### src/rtl/wdt_pkg.sv
package wdt_pkg;

  localparam int SEL_W = 3;
  localparam int NUM_SEL = 1 << SEL_W;
  localparam int LONGEST_MS = 4096;

  typedef enum logic [1:0] {
    CNT_HOLD   = 2'd0,
    CNT_CLEAR  = 2'd1,
    CNT_STEP   = 2'd2,
    CNT_EXPIRE = 2'd3
  } cnt_op_e;

  // Timeout in milliseconds for each select code.
  function automatic int unsigned period_ms(input int unsigned sel);
    int unsigned ms;
    if (sel < 5) ms = 1 << (2 * sel);
    else if (sel == 7) ms = LONGEST_MS;
    else ms = 1 << (sel + 4);
    return ms;
  endfunction

endpackage

### src/rtl/wdt_limit_sel.sv
module wdt_limit_sel #(
  parameter int TICKS_PER_MS = 1,
  parameter int CW = 13
) (
  input  logic [wdt_pkg::SEL_W-1:0] sel,
  output logic [CW-1:0]             last_cnt
);
  logic [CW-1:0] table_q [wdt_pkg::NUM_SEL];

  for (genvar g = 0; g < wdt_pkg::NUM_SEL; g++) begin : g_row
    localparam int unsigned TICKS = wdt_pkg::period_ms(g) * TICKS_PER_MS;
    assign table_q[g] = CW'(TICKS - 1);
  end

  assign last_cnt = table_q[sel];
endmodule

### src/rtl/wdt_ctrl.sv
module wdt_ctrl #(
  parameter int CW = 13
) (
  input  logic            enable,
  input  logic            service,
  input  logic            tick,
  input  logic [CW-1:0]   cnt,
  input  logic [CW-1:0]   last_cnt,
  output wdt_pkg::cnt_op_e op
);
  always_comb begin
    if (!enable || service) op = wdt_pkg::CNT_CLEAR;
    else if (tick && (cnt >= last_cnt)) op = wdt_pkg::CNT_EXPIRE;
    else if (tick) op = wdt_pkg::CNT_STEP;
    else op = wdt_pkg::CNT_HOLD;
  end
endmodule

### src/rtl/wdt_counter.sv
module wdt_counter #(
  parameter int CW = 13
) (
  input  logic             clk,
  input  logic             rst_n,
  input  wdt_pkg::cnt_op_e op,
  input  logic             pd_mode,
  output logic [CW-1:0]    cnt,
  output logic             rst_pulse,
  output logic             wake_pulse
);
  always_ff @(posedge clk or negedge rst_n) begin
    if (!rst_n) begin
      cnt        <= '0;
      rst_pulse  <= 1'b0;
      wake_pulse <= 1'b0;
    end else begin
      case (op)
        wdt_pkg::CNT_CLEAR:  cnt <= '0;
        wdt_pkg::CNT_EXPIRE: cnt <= '0;
        wdt_pkg::CNT_STEP:   cnt <= cnt + CW'(1);
        default:             cnt <= cnt;
      endcase
      rst_pulse  <= (op == wdt_pkg::CNT_EXPIRE);
      wake_pulse <= (op == wdt_pkg::CNT_EXPIRE) && pd_mode;
    end
  end
endmodule

### src/rtl/wdt_flag.sv
module wdt_flag (
  input  logic clk,
  input  logic rst_n,
  input  logic set_evt,
  input  logic clr_evt,
  output logic flag
);
  always_ff @(posedge clk or negedge rst_n) begin
    if (!rst_n) flag <= 1'b0;
    else if (set_evt) flag <= 1'b1;
    else if (clr_evt) flag <= 1'b0;
  end
endmodule

### src/rtl/wdog_timer.sv
module wdog_timer #(
  parameter int TICKS_PER_MS = 1,
  localparam int CW = $clog2(wdt_pkg::LONGEST_MS * TICKS_PER_MS + 1)
) (
  input  logic       clk,
  input  logic       rst_n,
  input  logic       wdt_en,
  input  logic       tick,
  input  logic [2:0] tmo_sel,
  input  logic       pd_mode,
  input  logic       acc_en,
  input  logic       acc_we,
  input  logic       acc_wdata,
  output logic       ovf_flag,
  output logic       wdt_rst,
  output logic       pd_wake
);
  logic [CW-1:0]    last_cnt;
  logic [CW-1:0]    cnt_q;
  wdt_pkg::cnt_op_e op;
  logic             expire;
  logic             clr_req;

  wdt_limit_sel #(.TICKS_PER_MS(TICKS_PER_MS), .CW(CW)) u_limit (
    .sel      (tmo_sel),
    .last_cnt (last_cnt)
  );

  wdt_ctrl #(.CW(CW)) u_ctrl (
    .enable   (wdt_en),
    .service  (acc_en),
    .tick     (tick),
    .cnt      (cnt_q),
    .last_cnt (last_cnt),
    .op       (op)
  );

  wdt_counter #(.CW(CW)) u_cnt (
    .clk        (clk),
    .rst_n      (rst_n),
    .op         (op),
    .pd_mode    (pd_mode),
    .cnt        (cnt_q),
    .rst_pulse  (wdt_rst),
    .wake_pulse (pd_wake)
  );

  assign expire  = (op == wdt_pkg::CNT_EXPIRE);
  assign clr_req = acc_en && acc_we && !acc_wdata;

  wdt_flag u_flag (
    .clk     (clk),
    .rst_n   (rst_n),
    .set_evt (expire),
    .clr_evt (clr_req),
    .flag    (ovf_flag)
  );
endmodule

### config.mk
export PLATFORM = sky130hd
export DESIGN_NAME = wdog_timer
export DESIGN_NICKNAME = d
export VERILOG_FILES = /design/src/rtl/wdt_pkg.sv /design/src/rtl/wdt_limit_sel.sv /design/src/rtl/wdt_ctrl.sv /design/src/rtl/wdt_counter.sv /design/src/rtl/wdt_flag.sv /design/src/rtl/wdog_timer.sv
export SDC_FILE = /design/constraint.sdc
export NUM_CORES = 1
export LEC_CHECK = 0
export BUFFER_PORTS_ARGS = -buffer_cell sky130_fd_sc_hd__clkbuf_2
export CORE_ASPECT_RATIO = 1.25
export CORE_MARGIN = 1.5
export CORE_UTILIZATION = 55
export DETAILED_ROUTE_END_ITERATION = 16
export PLACE_DENSITY = 0.74
export SYNTH_ARGS = -nofsm -noshare
export SYNTH_HDL_FRONTEND = slang
export SYNTH_SLANG_ARGS = --single-unit
### constraint.sdc
create_clock -name clk -period 2.87 [get_ports clk]
set_input_delay 0.574 -clock clk [delete_from_list [all_inputs] [get_ports clk]]
set_output_delay 0.574 -clock clk [all_outputs]
set_load 0.01 [all_outputs]
# Word-level counts from Yosys, hierarchy flattened
# Memory sizes are Yosys's and may differ from the RTL's.
# Index checks and enable logic that the tools add are counted.
[word_totals]
out_inout_bits = 3
regBits = 16
inputBits = 11
mem_bits_ro = 104
memories = 1
[op_classes]
add_sub_neg = 1
eq_ne = 3
muxes = 8
order_cmp = 2
n_reduce_logical = 10
bitwise_logic = 1
[mem_list]
columns = ["memory", "depth", "width", "read_ports", "rd_clocked_by_memory_dff", "write_ports", "line", "rtl"]
rows = [
  ["(no name shown)", 8, 13, 1, 0, 0, "wdt_limit_sel.sv:15", "assign last_cnt = table_q[sel];"],
]
[ops]
columns = ["operator", "n"]
rows = [
  ["13-bit two-way mux", 2],
  ["13-bit one-hot mux with 2 select lines", 1],
  ["13-bit by 1-bit adder with 13-bit output, second input constant", 1],
  ["13-bit greater-or-equal comparator", 1],
  ["2-bit two-way mux", 3],
  ["2-bit == test, second input constant", 2],
  ["4-bit greater-or-equal comparator, second input constant", 1],
  ["1-bit logical AND", 4],
  ["3-bit inverter with 4-bit output", 1],
  ["2-bit nonzero test", 2],
  ["2-bit by 1-bit == test with 1-bit output, second input constant", 1],
  ["1-bit zero test", 2],
  ["1-bit two-way mux", 2],
  ["2-bit OR reduction", 1],
  ["1-bit logical OR", 1],
]

# Depth between registers and ports, before layout
[logic_depth]
ltp_word = 11
depth_mapped = 11
depth_no_buf = 9

# Hierarchy
# From an unflattened synthesis, not the netlist that was laid out.
[hier_totals]
hier_cells = 137
area_unflattened_um2 = 1236.2
[modules_own_cells]
columns = ["mod", "instances", "area_each_um2", "cells_per_inst"]
rows = [
  ["wdt_counter", 1, 729.4, 69],
  ["wdt_ctrl", 1, 355.3, 49],
  ["wdt_limit_sel", 1, 100.1, 14],
  ["wdt_flag", 1, 36.3, 3],
  ["wdog_timer", 1, 15.0, 2],
]

# Least setup slack after synthesis
# No wires, ideal clock.
[synth_timing]
kind = "input -> register"
start = "input port tmo_sel[0]"
end = "register u_cnt.cnt[4]"
n_path_buf = 2
setup_slack_ns = 0.213
arrival_time_ns = 2.575
stages = 10
required_ns = 2.788
setup_time_ns = 0.082
cell_sequence = "or3_1 -> ha_1 -> nor2b_1 -> o21ai_0 -> a221o_1 -> a2111oi_4 -> buf_6 -> buf_6 -> nand2_1 -> a31oi_1"
[synth_between]
elab_chain_len = 11
word_cells_on_any_way = 14
[synth_lines]
columns = ["element", "line", "rtl"]
rows = [
  ["from (decl)", "wdog_timer.sv:9", "input logic [2:0] tmo_sel,"],
  ["3-bit inverter with 4-bit output (not written as such) *", "wdt_limit_sel.sv:15", ""],
  ["memory read 8 x 13 bit *", "-", ""],
  ["13-bit two-way mux (not written as such) * (2 in a row)", "wdt_limit_sel.sv:15", ""],
  ["13-bit greater-or-equal comparator *", "wdt_ctrl.sv:13", "else if (tick && (cnt >= last_cnt)) op = wdt_pkg::CNT_EXPIRE;"],
  ["1-bit logical AND *", "wdt_ctrl.sv:13", ""],
  ["2-bit two-way mux *", "wdt_ctrl.sv:13", ""],
  ["2-bit two-way mux *", "wdt_ctrl.sv:12", "if (!enable || service) op = wdt_pkg::CNT_CLEAR;"],
  ["2-bit == test / 2-bit by 1-bit == test with 1-bit output (equally long branches)", "wdt_counter.sv:18", "case (op)"],
  ["2-bit OR reduction (no source line)", "-", ""],
  ["13-bit one-hot mux with 2 select lines / 2-bit nonzero test (equally long branches)", "-", ""],
  ["to (signal assigned)", "wdt_counter.sv:21", "wdt_pkg::CNT_STEP: cnt <= cnt + CW'(1);"],
  ["to (signal assigned)", "wdt_counter.sv:22", "default: cnt <= cnt;"],
  ["to (decl)", "wdt_counter.sv:8", "output logic [CW-1:0] cnt,"],
]
# Every way passes the cells marked *; elsewhere a longest branch is shown, timed or not. The select of a mux whose other input is x is not followed.
# A chain may end at the register's enable or synchronous reset.

# Worst setup path in the final report
[layout_timing]
start = "input port tmo_sel[1]"
end = "register u_cnt.cnt[5]"
# The elaborated chain is that of the path after synthesis.

==> impl_metrics.py <==
metrics = {
    "status": {
        "status": "complete, no violations",
    },
    "routing": {
        "vias": 958,
        "drc": 0,
        "drt_iter0_drc": 19,
        "wl_per_cell_um": 13.85,
        "dr.pass1.iters": 4,
        "vias_per_cell": 5.914,
        "ant_nets": 0,
        "routed_wl_um": 2244,
    },
    "global_routing": {
        "grt_pass1_wl_um": 3601,
        "grt_max_degree": 17,
        "antenna_found_initial": 0,
        "grt-ovfl-total": 0,
        "track_usage_pct": 21.46,
        "grt_pass1_vias": 837,
    },
    "synthesis": {
        "synth_top_area_cell": "dfrtp_1",
        "yosys_warnings": 0,
        "netlist_area_um2": 1114,
        "syn_avg_cell_area_um2": 9.053,
        "synthTopCellsByArea": "dfrtp_1, ha_1, nand3_1",
        "synth-seq-area-share_pct": 35.96,
        "ys_seq_elements": 16,
        "dominantRegCellSynth": "dfrtp_1",
        "yosysUniqueCellTypes": 35,
        "synthArstFlopShare_pct": 100.0,
        "syn_nets": 145,
        "syn_inst": 123,
        "synth_top_area_share_pct": 35.96,
        "synth-edff-count": 0,
    },
    "timing": {
        "final-hold-violation-count": 0,
        "max_slew_margin_pct": 65.56,
        "whs_ns": 0.1807,
        "rsz0062_at_grt": "no",
        "worst_pin_slew_ns": 0.5148,
        "drv_slew": 0,
        "max_freq_mhz": 375.7,
        "skew_ns": 0.007269,
        "finalSetupViolations": 0,
        "timing.final.crit_share_pct": 92.75,
        "fin_crit_ns": 2.662,
    },
    "layout": {
        "design_area_um2": 1255,
        "postLayoutCoreUtil_pct": 64.79,
        "drive_above_1_share_pct": 18.31,
        "areaGrowthSynthToFinish_pct": 12.70,
        "diodes": 0,
        "final_cells": 162,
        "nNetsFinal": 165,
    },
    "clocking": {
        "numCtsBuffers": 3,
        "clock-root-buffer": "clkbuf_4",
        "htreeDepth": 1,
        "numClockSinks": 16,
        "clock_latency_ns": 0.29,
        "ctsHoldBuffers": 0,
        "cts_buffer_depth": 2,
        "post_cts_buffers": 0,
        "cts_tree": "yes",
        "clk_pin_slew_worst_paths_ns": 0.10,
        "ctsResizeCount": 0,
    },
    "min_path": {
        "hp-class": "input pin to async pin",
    },
    "power": {
        "finalPower_uw": 435.7,
        "leakagePower_nw": 0.5866,
        "vdd_ir_drop_max_mv": 0.2550,
        "power_per_cell_area_nw_per_um2": 347.2,
    },
    "worst_setup_path": {
        "startpoint": "tmo_sel[1]",
        "cp.required_ns": 3.09,
        "path_max_fanout": 16,
        "timing.rr.start": "u_cnt.cnt[10]",
        "crit_path_start_kind": "input pin",
        "arrival_ns": 2.88,
        "worst-setup-path-type": "input pin to flip-flop",
        "end_kind": "flip-flop",
    },
    "place": {
        "dp_hpwl_um": 1799,
        "port-buffer-count": 13,
        "placed_area_um2": 1219,
        "place_inst": 158,
        "place_congestion": 0.8093,
    },
    "die": {
        "die_y_um": 53.31,
        "floorplan.initialDensity_pct": 57.49,
        "std_cell_rows": 18,
        "io_pins": 14,
        "die_area_um2": 2305,
        "core_um2": 1937,
        "die_x_um": 43.25,
    },
    "flow_run": {
        "cap_violations": 0,
    },
}
state kept, by name, indices dropped and copies added (netlist names):
signal            flops
u_cnt.wake_pulse      1
u_cnt.rst_pulse       1
u_flag.flag           1
u_cnt.cnt            13
metal layers:
metal,up-vias,global-route usage (%),share of wire (%)
met5,-,0,0
met4,0,9.091,1.4
met3,4,4.096,3.0
met2,16,35.07,48
li1,496,-,-
met1,442,27.45,48
cell usage after synthesis (2+ instances only):
cell	count
a41oi_1	2
inv_1	6
dfrtp_1	16
nand4_1	3
nand2_1	16
buf_6	2
a31oi_1	5
mux2i_1	2
and2_1	3
nor2_1	5
a21oi_1	9
nand2b_1	2
ha_1	11
a21o_1	2
nand3_1	12
o21ai_0	4
clkbuf_1	2
o21ai_1	4
stage by stage:
stage / setup WS [ns] / TNS [ns]
after floorplan: 0.2126 / 0
after global placement: -0.02321 / -0.06316
after detailed placement: -0.1016 / -0.5657
after CTS: 0.2048 / 0
after global routing: 0.04626 / 0
final: 0.2080 / 0
cell usage in the layout, fill, tap and decap left out, types with 2 or more instances in the layout:
cell       n
a21o_1     2
a21oi_1    9
a31oi_1    5
a41oi_1    2
and2_1     3
buf_4      6
clkbuf_2  13
clkbuf_4   3
dfrtp_1   16
ha_1      11
inv_1      6
mux2i_1    2
nand2_1   16
nand2b_1   2
nand3_1   12
nand4_1    3
nor2_1     5
o21ai_0    4
o21ai_1    4
cell families after synthesis:
family | after synthesis | share of synthesized area, %
AND/OR/NAND/NOR | 50 | 23.48
flip-flops | 16 | 35.95
multiplexers | 3 | 2.809
adder cells (fa/ha/maj) | 11 | 12.36
AO/OA/AOI/OAI | 32 | 19.89
buffers and inverters | 10 | 4.719
XOR/XNOR | 1 | 0.7867
worst max-delay path: stages:
cell,delay (ns)
clkbuf_2,0.12
or3_1,0.37
ha_1,0.28
nor2b_1,0.10
o21ai_0,0.09
a221o_1,0.35
a2111oi_4,0.41
buf_4,0.27
o21ai_0,0.12
a31oi_1,0.19
final cells by class:
cell class | instances | area [µm²]
clock buffers | 4 | 36.28
fillers | 169 | 681.9
inverters | 6 | 22.52
multi-input cells | 97 | 660.6
flip-flops and latches | 16 | 400.4
well taps | 20 | 25.02
repair buffers | 19 | 110.1
where the power goes:
group	switching [mW]	total [mW]	internal, mW
Sequential	0.00208	0.231	0.229
Combinational	0.0323	0.0544	0.0222
Clock	0.0731	0.150	0.0774
Total	0.107	0.436	0.328
worst paths after layout:
check                                    to  slack (ns)  depth (start not counted)
max                            u_cnt.cnt[5]        0.21                         10
min                         u_cnt.rst_pulse        0.18                          1
max reg2reg                    u_cnt.cnt[5]        0.28                          8
min reg2reg                   u_cnt.cnt[12]        0.51                          2
max in group asynchronous     u_cnt.cnt[12]        2.41                          1
min in group clk           u_cnt.wake_pulse        0.48                          2
(Power assumes the default switching activity.)
